### config.mk
export PLATFORM = sky130hd
export DESIGN_NAME = irq_aggregator
export DESIGN_NICKNAME = d
export VERILOG_FILES = /design/src/rtl/irq_agg_pkg.sv /design/src/rtl/irq_agg_sync.sv /design/src/rtl/irq_agg_status.sv /design/src/rtl/irq_agg_irq.sv /design/src/rtl/irq_agg_regs.sv /design/src/rtl/irq_aggregator.sv
export SDC_FILE = /design/constraint.sdc
export NUM_CORES = 1
export LEC_CHECK = 0
export ABC_AREA = 1
export BUFFER_PORTS_ARGS = -buffer_cell sky130_fd_sc_hd__buf_2
export CORE_MARGIN = 5
export CORE_UTILIZATION = 40
export CTS_CLUSTER_DIAMETER = 80
export DETAILED_ROUTE_END_ITERATION = 12
export GPL_ROUTABILITY_DRIVEN = 0
export SLEW_MARGIN = 20
export SYNTH_ARGS = -nofsm -noshare
export SYNTH_HDL_FRONTEND = slang
export SYNTH_SLANG_ARGS = --single-unit
### constraint.sdc
create_clock -name clk -period 1.75 [get_ports clk]
set_input_delay 0.35 -clock clk [delete_from_list [all_inputs] [get_ports clk]]
set_output_delay 0.35 -clock clk [all_outputs]
set_load 0.005 [all_outputs]
### src/rtl/irq_agg_pkg.sv
`timescale 1ns/1ps
// Package: register addresses and field positions shared by the
// interrupt aggregator modules. Assumes an 8-bit register port.
package irq_agg_pkg;
    localparam int REG_W  = 8;
    localparam int ADDR_W = 4;

    localparam logic [ADDR_W-1:0] A_CFG     = 4'h0;
    localparam logic [ADDR_W-1:0] A_MODE    = 4'h1;
    localparam logic [ADDR_W-1:0] A_IRQEN   = 4'h2;
    localparam logic [ADDR_W-1:0] A_STAT_LO = 4'h3;
    localparam logic [ADDR_W-1:0] A_STAT_HI = 4'h4;
    localparam logic [ADDR_W-1:0] A_MIRR_LO = 4'h5;
    localparam logic [ADDR_W-1:0] A_MIRR_HI = 4'h6;
    localparam logic [ADDR_W-1:0] A_MASK_LO = 4'h7;
    localparam logic [ADDR_W-1:0] A_MASK_HI = 4'h8;

    localparam int CFG_OUT_EN_BIT   = 0;
    localparam int CFG_SUPPRESS_BIT = 1;
    localparam int MODE_GRP_DIS_BIT = 7;

    localparam logic [REG_W-1:0] MASK_RST = 8'hFF;
endpackage

### src/rtl/irq_agg_sync.sv
`timescale 1ns/1ps
// Module: multi-stage synchroniser for asynchronous pins.
// Assumes STAGES >= 1; resets every stage to the pins' idle level.
module irq_agg_sync #(
    parameter int WIDTH = 1,
    parameter int STAGES = 2,
    parameter logic [WIDTH-1:0] IDLE = '0
) (
    input  logic             clk,
    input  logic             rst_n,
    input  logic [WIDTH-1:0] d,
    output logic [WIDTH-1:0] q
);
    logic [WIDTH-1:0] chain [STAGES];

    // First stage samples the raw pins.
    always_ff @(posedge clk) begin
        if (!rst_n) chain[0] <= IDLE;
        else        chain[0] <= d;
    end

    genvar g;
    generate
        for (g = 1; g < STAGES; g++) begin : g_stage
            // Each later stage re-samples the previous one.
            always_ff @(posedge clk) begin
                if (!rst_n) chain[g] <= IDLE;
                else        chain[g] <= chain[g-1];
            end
        end
    endgenerate

    assign q = chain[STAGES-1];
endmodule

### src/rtl/irq_agg_status.sv
`timescale 1ns/1ps
// Module: sticky status bits. Channel i sets bit i on a conversion
// strobe, the thermal input sets the top bit every cycle it is active,
// and a byte-wide clear drops bits unless they are set that same cycle.
// Assumes STAT_W is two register bytes and NUM_LIM < STAT_W.
module irq_agg_status #(
    parameter int NUM_LIM = 15,
    parameter int STAT_W = 16
) (
    input  logic               clk,
    input  logic               rst_n,
    input  logic               conv_done,
    input  logic [NUM_LIM-1:0] lim_flags,
    input  logic               therm_act,
    input  logic               clr_lo,
    input  logic               clr_hi,
    output logic [STAT_W-1:0]  stat_q
);
    import irq_agg_pkg::*;
    localparam int THERM_BIT = STAT_W - 1;

    logic [STAT_W-1:0] set_vec;
    logic [STAT_W-1:0] clr_vec;

    genvar i;
    generate
        for (i = 0; i < STAT_W; i++) begin : g_bit
            if (i < NUM_LIM) begin : g_lim
                assign set_vec[i] = conv_done & lim_flags[i];
            end else if (i == THERM_BIT) begin : g_therm
                assign set_vec[i] = therm_act;
            end else begin : g_none
                assign set_vec[i] = 1'b0;
            end
            if (i < REG_W) begin : g_lo
                assign clr_vec[i] = clr_lo;
            end else begin : g_hi
                assign clr_vec[i] = clr_hi;
            end
        end
    endgenerate

    // Sticky update: a new set wins over a same-cycle clear.
    always_ff @(posedge clk) begin
        if (!rst_n) stat_q <= '0;
        else        stat_q <= (stat_q & ~clr_vec) | set_vec;
    end
endmodule

### src/rtl/irq_agg_irq.sv
`timescale 1ns/1ps
// Module: request pin gating. Applies per-pin polarity, per-pin
// enables and the group disable. Assumes pins are already synchronised.
module irq_agg_irq #(
    parameter int NUM_IRQ = 5,
    parameter logic [NUM_IRQ-1:0] HIGH_MASK = 5'b11000
) (
    input  logic [NUM_IRQ-1:0] pins_sync,
    input  logic [NUM_IRQ-1:0] pin_en,
    input  logic               grp_dis,
    output logic               irq_hit
);
    logic [NUM_IRQ-1:0] active;

    genvar p;
    generate
        for (p = 0; p < NUM_IRQ; p++) begin : g_pin
            if (HIGH_MASK[p]) begin : g_high
                assign active[p] = pins_sync[p];
            end else begin : g_low
                assign active[p] = ~pins_sync[p];
            end
        end
    endgenerate

    // Any enabled, asserted pin raises the request unless the group is off.
    always_comb begin
        irq_hit = !grp_dis && |(active & pin_en);
    end
endmodule

### src/rtl/irq_agg_regs.sv
`timescale 1ns/1ps
// Module: control registers, read mux and clear-on-read pulses.
// Assumes one access per cycle; rdata is registered on rd_en.
module irq_agg_regs #(
    parameter int NUM_IRQ = 5,
    parameter int STAT_W = 16
) (
    input  logic                          clk,
    input  logic                          rst_n,
    input  logic                          wr_en,
    input  logic                          rd_en,
    input  logic [irq_agg_pkg::ADDR_W-1:0] addr,
    input  logic [irq_agg_pkg::REG_W-1:0]  wdata,
    input  logic [STAT_W-1:0]             stat_q,
    output logic [irq_agg_pkg::REG_W-1:0]  rdata,
    output logic                          out_en,
    output logic                          int_clr,
    output logic                          grp_dis,
    output logic [NUM_IRQ-1:0]            pin_en,
    output logic [STAT_W-1:0]             mask_q,
    output logic                          clr_lo,
    output logic                          clr_hi
);
    import irq_agg_pkg::*;

    logic [REG_W-1:0] rd_mux;

    // Control register writes; status and mirror addresses ignore writes.
    always_ff @(posedge clk) begin
        if (!rst_n) begin
            out_en  <= 1'b0;
            int_clr <= 1'b0;
            grp_dis <= 1'b1;
            pin_en  <= '0;
            mask_q  <= {MASK_RST, MASK_RST};
        end else if (wr_en) begin
            case (addr)
                A_CFG: begin
                    out_en  <= wdata[CFG_OUT_EN_BIT];
                    int_clr <= wdata[CFG_SUPPRESS_BIT];
                end
                A_MODE:    grp_dis <= wdata[MODE_GRP_DIS_BIT];
                A_IRQEN:   pin_en <= wdata[NUM_IRQ-1:0];
                A_MASK_LO: mask_q[REG_W-1:0] <= wdata;
                A_MASK_HI: mask_q[STAT_W-1:REG_W] <= wdata;
                default: ;
            endcase
        end
    end

    // Read data selection.
    always_comb begin
        rd_mux = '0;
        case (addr)
            A_CFG: begin
                rd_mux[CFG_OUT_EN_BIT]   = out_en;
                rd_mux[CFG_SUPPRESS_BIT] = int_clr;
            end
            A_MODE:    rd_mux[MODE_GRP_DIS_BIT] = grp_dis;
            A_IRQEN:   rd_mux[NUM_IRQ-1:0] = pin_en;
            A_STAT_LO,
            A_MIRR_LO: rd_mux = stat_q[REG_W-1:0];
            A_STAT_HI,
            A_MIRR_HI: rd_mux = stat_q[STAT_W-1:REG_W];
            A_MASK_LO: rd_mux = mask_q[REG_W-1:0];
            A_MASK_HI: rd_mux = mask_q[STAT_W-1:REG_W];
            default:   rd_mux = '0;
        endcase
    end

    // Clear pulses go only to the clearing status addresses, not the mirrors.
    always_comb begin
        clr_lo = rd_en && (addr == A_STAT_LO);
        clr_hi = rd_en && (addr == A_STAT_HI);
    end

    // Register the read data.
    always_ff @(posedge clk) begin
        if (!rst_n)     rdata <= '0;
        else if (rd_en) rdata <= rd_mux;
    end
endmodule

### src/rtl/irq_aggregator.sv
`timescale 1ns/1ps
// Module: interrupt aggregator top. Merges sticky limit and thermal
// status (through masks) with gated request pins into one registered
// active-low interrupt, under a global enable and suppress.
// Assumes asynchronous pins; everything else is synchronous to clk.
module irq_aggregator #(
    parameter int NUM_LIM = 15,
    parameter int NUM_IRQ = 5,
    parameter logic [NUM_IRQ-1:0] IRQ_HIGH_MASK = 5'b11000,
    parameter int SYNC_STAGES = 2
) (
    input  logic               clk,
    input  logic               rst_n,
    input  logic               wr_en,
    input  logic               rd_en,
    input  logic [3:0]         addr,
    input  logic [7:0]         wdata,
    output logic [7:0]         rdata,
    input  logic               conv_done,
    input  logic [NUM_LIM-1:0] lim_flags,
    input  logic [NUM_IRQ-1:0] irq_pins,
    input  logic               therm_n,
    output logic               int_n
);
    import irq_agg_pkg::*;
    localparam int STAT_W = 2 * REG_W;

    logic [NUM_IRQ-1:0] pins_sync;
    logic               therm_sync;
    logic [STAT_W-1:0]  stat_q;
    logic [STAT_W-1:0]  mask_q;
    logic [NUM_IRQ-1:0] pin_en;
    logic               out_en;
    logic               int_clr;
    logic               grp_dis;
    logic               clr_lo;
    logic               clr_hi;
    logic               irq_hit;
    logic               src_any;

    irq_agg_sync #(.WIDTH(NUM_IRQ), .STAGES(SYNC_STAGES), .IDLE(~IRQ_HIGH_MASK)) u_pin_sync (
        .clk(clk), .rst_n(rst_n), .d(irq_pins), .q(pins_sync)
    );

    irq_agg_sync #(.WIDTH(1), .STAGES(SYNC_STAGES), .IDLE(1'b1)) u_therm_sync (
        .clk(clk), .rst_n(rst_n), .d(therm_n), .q(therm_sync)
    );

    irq_agg_status #(.NUM_LIM(NUM_LIM), .STAT_W(STAT_W)) u_status (
        .clk(clk), .rst_n(rst_n), .conv_done(conv_done), .lim_flags(lim_flags),
        .therm_act(!therm_sync), .clr_lo(clr_lo), .clr_hi(clr_hi), .stat_q(stat_q)
    );

    irq_agg_irq #(.NUM_IRQ(NUM_IRQ), .HIGH_MASK(IRQ_HIGH_MASK)) u_irq (
        .pins_sync(pins_sync), .pin_en(pin_en), .grp_dis(grp_dis), .irq_hit(irq_hit)
    );

    irq_agg_regs #(.NUM_IRQ(NUM_IRQ), .STAT_W(STAT_W)) u_regs (
        .clk(clk), .rst_n(rst_n), .wr_en(wr_en), .rd_en(rd_en), .addr(addr),
        .wdata(wdata), .stat_q(stat_q), .rdata(rdata), .out_en(out_en),
        .int_clr(int_clr), .grp_dis(grp_dis), .pin_en(pin_en), .mask_q(mask_q),
        .clr_lo(clr_lo), .clr_hi(clr_hi)
    );

    // Any unmasked status bit or gated request pin is a live source.
    always_comb begin
        src_any = (|(stat_q & ~mask_q)) | irq_hit;
    end

    // Register the output under the global enable and suppress.
    always_ff @(posedge clk) begin
        if (!rst_n) int_n <= 1'b1;
        else        int_n <= !(out_en && !int_clr && src_any);
    end
endmodule

* Word-level counts from Yosys, hierarchy flattened
Memory sizes are Yosys's and may differ from the RTL's.
Cells that the tools add are included.
** Word-level totals
- Register bits :: 49
- RAM bits :: 12
- Input port bits :: 38
- Output and inout bits :: 9
- Memories :: 2
** Memories
- u_pin_sync.chain :: depth 2, width 5, rd ports 2, clocked after Yosys merged registers in 0, wr ports 2, line irq_agg_sync.sv:14 : logic [WIDTH-1:0] chain [STAGES];
- u_therm_sync.chain :: depth 2, width 1, rd ports 2, clocked after Yosys merged registers in 0, wr ports 2, line irq_agg_sync.sv:14
** Cells by class
- Equal/unequal tests :: 8
- Muxes and demuxes :: 10
- Bitwise gates (word level) :: 29
- Reductions and logical operators :: 19
** Operator list (number)
- $and 16x16->16 :: 2
- $not 16->16 :: 2
- $eq 4x3->1 const B :: 4
- $or 16x16->16 :: 1
- $reduce_or 16->1 :: 1
- $and 1x1->1 :: 15
- $pmux 3 s5 :: 1
- $pmux 2 s6 :: 1
- $mux 5 :: 2
- $reduce_and 2->1 :: 5
- $eq 4x2->1 const B :: 2
- $pmux 2 s4 :: 1
- $and 5x5->5 :: 1
- $logic_and 1x1->1 :: 5
- $or 1x1->1 :: 5
- $pmux 1 s5 :: 1
- $reduce_or 5->1 :: 1
- $eq 4x1->1 const B :: 1
- $eq 4x4->1 const B :: 1
- $logic_not 1->1 :: 4
- $logic_not 4->1 :: 1
- $mux 1 :: 4
- $reduce_or 2->1 :: 2
- $not 1->1 :: 3

* Depth between registers and ports, before layout
- Word-level depth :: 7
- Mapped depth :: 8

* By module
Synthesis repeated with hierarchy kept, for this count alone.
** Unflattened totals
- Cell total of the unflattened synthesis :: 388
- Area, all modules :: 2736.4 um^2
** Modules (own cells, without submodules)
- irq_agg_regs :: times used 1, cells each 224, area an instance 1552.7 um^2, sequential area each 640.6 um^2
- irq_agg_status :: times used 1, cells each 69, area an instance 588.1 um^2, sequential area each 320.3 um^2
- irq_agg_sync (u_pin_sync) :: times used 1, cells each 31, area an instance 286.5 um^2, sequential area each 200.2 um^2
- irq_aggregator :: times used 1, cells each 47, area an instance 206.4 um^2, sequential area each 20.0 um^2
- irq_agg_sync (u_therm_sync) :: times used 1, cells each 6, area an instance 55.1 um^2, sequential area each 40.0 um^2
- irq_agg_irq :: times used 1, cells each 11, area an instance 47.5 um^2, sequential area each 0.0 um^2

* Worst setup path after synthesis
No wires, ideal clock.
- Path type :: input to register
- Start point :: input addr[3]
- End point :: register u_regs.pin_en[0]
- Data arrival time :: 1.036 ns
- Path slack :: 0.595 ns
- Stages :: 6
- Cell sequence :: nor2_4 > and3_1 > buf_6 > nand2_8 > o21ai_0 > a21oi_1
** On the way
- Longest elaborated chain between the ends :: 2
** RTL lines
- start: declaration :: line irq_aggregator.sv:16 : input logic [3:0] addr,
- $eq 4x2->1 :: line irq_agg_regs.sv:37 : case (addr)
- $reduce_and 2->1 (no source line)
- end signal: assignment :: line irq_agg_regs.sv:43 : A_IRQEN: pin_en <= wdata[NUM_IRQ-1:0];
- end: declaration :: line irq_agg_regs.sv:19 : output logic [NUM_IRQ-1:0] pin_en,
Every way passes these cells.
A chain may end at the register's enable or synchronous reset.

* Worst setup path after layout
- Start point :: input addr[3]
- End point :: register u_regs.mask_q[15]
** On the way
- Longest elaborated chain between the ends :: 2
** RTL lines
- $eq 4x4->1 :: line irq_agg_regs.sv:37
- $reduce_and 2->1 (no source line)
- end signal: assignment :: line irq_agg_regs.sv:35 : mask_q <= {MASK_RST, MASK_RST};
- end signal: indexed assignment :: line irq_agg_regs.sv:44 : A_MASK_LO: mask_q[REG_W-1:0] <= wdata;
- end signal: indexed assignment :: line irq_agg_regs.sv:45 : A_MASK_HI: mask_q[STAT_W-1:REG_W] <= wdata;
- end: declaration :: line irq_agg_regs.sv:20 : output logic [STAT_W-1:0] mask_q,
Every way passes these cells.

==> results.cfg <==
[run_status]
status = finished, final reports clean

[route]
drc = 0
viasPerCell = 4.727
wl_per_cell_um = 13.23
postRouteWirelength_um = 6496
drtIter0Drc = 127
dr.pass1.iters = 4
vias = 2321
postRouteAntennaNets = 0

[yosys]
netlist_area_um2 = 2634
synth_edf_count = 0
ys_seq_area_frac = 0.4637
synthArstFlopShare = 0
ys_warn_count = 0
ys_ff_latch = 61
avgSynthCellArea_um2 = 7.336
syn_nets = 397
synth_ff_type = dfxtp_1
synthDistinctLibCells = 25
synthCells = 359

[floorplan]
start_util = 0.4124
core_um2 = 6386
io_pins = 47
die-area_um2 = 8307
die_h_um = 91.15
rows = 29
dieWidth_um = 91.15

[critical_path]
critPathArrivalTime_ns = 1.33
crit_fanout = 11
reg2reg_depth = 8
worstPathRequired_ns = 1.95
reg2reg_slack_ns = 0.72
rr_startpoint = u_regs.mask_q[6]
cp-start-kind = input pin
r2r_end = int_n
crit_path_end_kind = register
crit_type = in -> reg

[pwr]
pwr-share-comb = 0.087
sequentialPowerShare = 0.470
power_switching_uw = 723.0
clkPwrFrac = 0.444
ir_drop_uv = 660.7
p_int_mw = 2.440
p_sw_frac = 0.2286
p_leak_nw = 1.488
p_per_area_nw_per_um2 = 1005

[grt]
grt_pass1_vias = 2191
grt_max_degree = 32
gr-usage-all-layers = 0.1631
antenna_found_initial = 0
grt_overflow = 0
grt_pass1_wl_um = 10780

[place]
place_hpwl_um = 4945
portBuffers = 46
placed_cells = 475

[cts]
cts_tree = built
postCtsSetupRepairBufs = 0
clockBufferDepth = 2
cts_htree_levels = 3
cts_sinks = 61
cts-root-buf = clkbuf_8
cts-resized-gates = 0
path_clk_slew_ns = 0.06
clock_latency_ns = 0.33
cts_buffers = 9
cts_hold_buf = 0

[timing]
finalClockSkew_ns = 0.003452
worst_slew_pin_slew_ns = 0.5564
period_minus_slack_ns = 1.132
finalCritPeriodShare = 0.6471
drv_slew = 0
slew_headroom = 0.6286
fmax_mhz = 883.1
tns_ns = 0
rsz0062_at_grt = false
setup_violations = 0
hold_viol_final = 0

[layout]
multiInputGateArea_um2 = 1174
drive_gt1_frac = 0.2198
final_common_cell = nand2_1
final_cell_mix = nand2_1, dfxtp_1, buf_2
fin_nets = 447
area_growth_pct = 19.52
num_antenna_cells = 0
seqCellArea_um2 = 1221
fin_cells = 491
fillers = 661

[job]
drv_cap = 0

[min_path]
min_to = u_pin_sync.chain[0][4]
hp-start = irq_pins[4]
hp-class = in -> reg
holdPathStages = 3
-- layer usage --
layer  vias up  wire [um]  track usage
li1       1250          -            -
met1      1006       3016       0.2149
met2        58       2947       0.2512
met3         7        464      0.05372
met4         0         68      0.05501
met5         -          0            0
-- flip-flops by register name, indices dropped and copies added, names as in the netlist --
| signal | flops |
|---|---|
| int_n | 1 |
| u_pin_sync.chain | 10 |
| u_regs.grp_dis | 1 |
| u_regs.int_clr | 1 |
| u_regs.mask_q | 16 |
| u_regs.out_en | 1 |
| u_regs.pin_en | 5 |
| u_regs.rdata | 8 |
| u_status.stat_q | 16 |
| u_therm_sync.chain | 2 |
-- worst max path at each step --
stage / start / endpoint / slack (ns)
3_5_place_dp: addr[2] / u_regs.pin_en[2] / 0.29
5_1_grt: addr[3] / u_regs.mask_q[15] / 0.52
4_1_cts: u_regs.rdata[6] / rdata[6] / 0.60
6_report: addr[3] / u_regs.mask_q[15] / 0.62
3_3_place_gp: addr[3] / u_regs.mask_q[15] / 0.31
2_1_floorplan: addr[3] / u_regs.pin_en[0] / 0.59
-- stage by stage --
stage | power, mW | hold WS [ns] | cell area (um2) | setup WS [ns] | utilization
final | 3.163 | 0.1966 | 3148 | 0.6177 | 0.4929
after global routing | 3.303 | 0.1926 | 3148 | 0.5217 | 0.4929
after CTS | 3.201 | 0.1832 | 3148 | 0.6040 | 0.4929
after detailed placement | 1.791 | 0.3991 | 2922 | 0.2859 | 0.4575
after global placement | 1.787 | 0.3946 | 2922 | 0.3138 | 0.4575
after floorplan | 1.669 | 0.3863 | 2634 | 0.5946 | -
-- synthesized netlist by cell type, types with 3 or more instances --
master | count | area [um2]
o22ai_1 | 4 | 25.02
clkbuf_1 | 6 | 22.52
dfxtp_1 | 61 | 1221
buf_6 | 4 | 45.04
nand2_1 | 115 | 431.7
o21ai_0 | 16 | 80.08
o211ai_1 | 10 | 75.07
or2_2 | 8 | 50.05
a21oi_1 | 29 | 145.1
nor2_4 | 3 | 33.78
nand2_2 | 3 | 18.77
inv_2 | 5 | 18.77
nor2_2 | 4 | 25.02
inv_1 | 35 | 131.4
nor2_1 | 19 | 71.32
nand3_1 | 25 | 125.1
nand4_1 | 4 | 25.02
-- cells by family after synthesis --
| kind of cell | Yosys count | share of synthesized area |
|---|---|---|
| compound gates | 62 | 0.1373 |
| buf+inv | 52 | 0.09074 |
| flops | 61 | 0.4637 |
| simple gates | 184 | 0.3083 |
-- layout make-up --
type,instances,share of cell area
Sequential cell,61,0.3879
Multi-Input combinational cell,246,0.3728
Timing Repair Buffer,51,0.08903
Clock buffer,13,0.05048
Inverter,40,0.04769
Tap cell,77,0.03060
Clock inverter,3,0.02146
-- critical path, cell delays in order --
cell	delay (ns)
buf_2	0.13
inv_1	0.10
nor2_2	0.17
nand2_2	0.11
nor2_4	0.23
inv_2	0.10
nand2_1	0.07
o211ai_1	0.07
-- power by group through the flow --
stage	Sequential (mW)	Combinational [mW]	Clock, mW
2_1_floorplan	1.51	0.162	0
3_3_place_gp	1.52	0.271	0
3_5_place_dp	1.52	0.274	0
4_1_cts	1.49	0.276	1.44
5_1_grt	1.49	0.309	1.50
6_report	1.49	0.274	1.40
(Power assumes the default switching activity.)
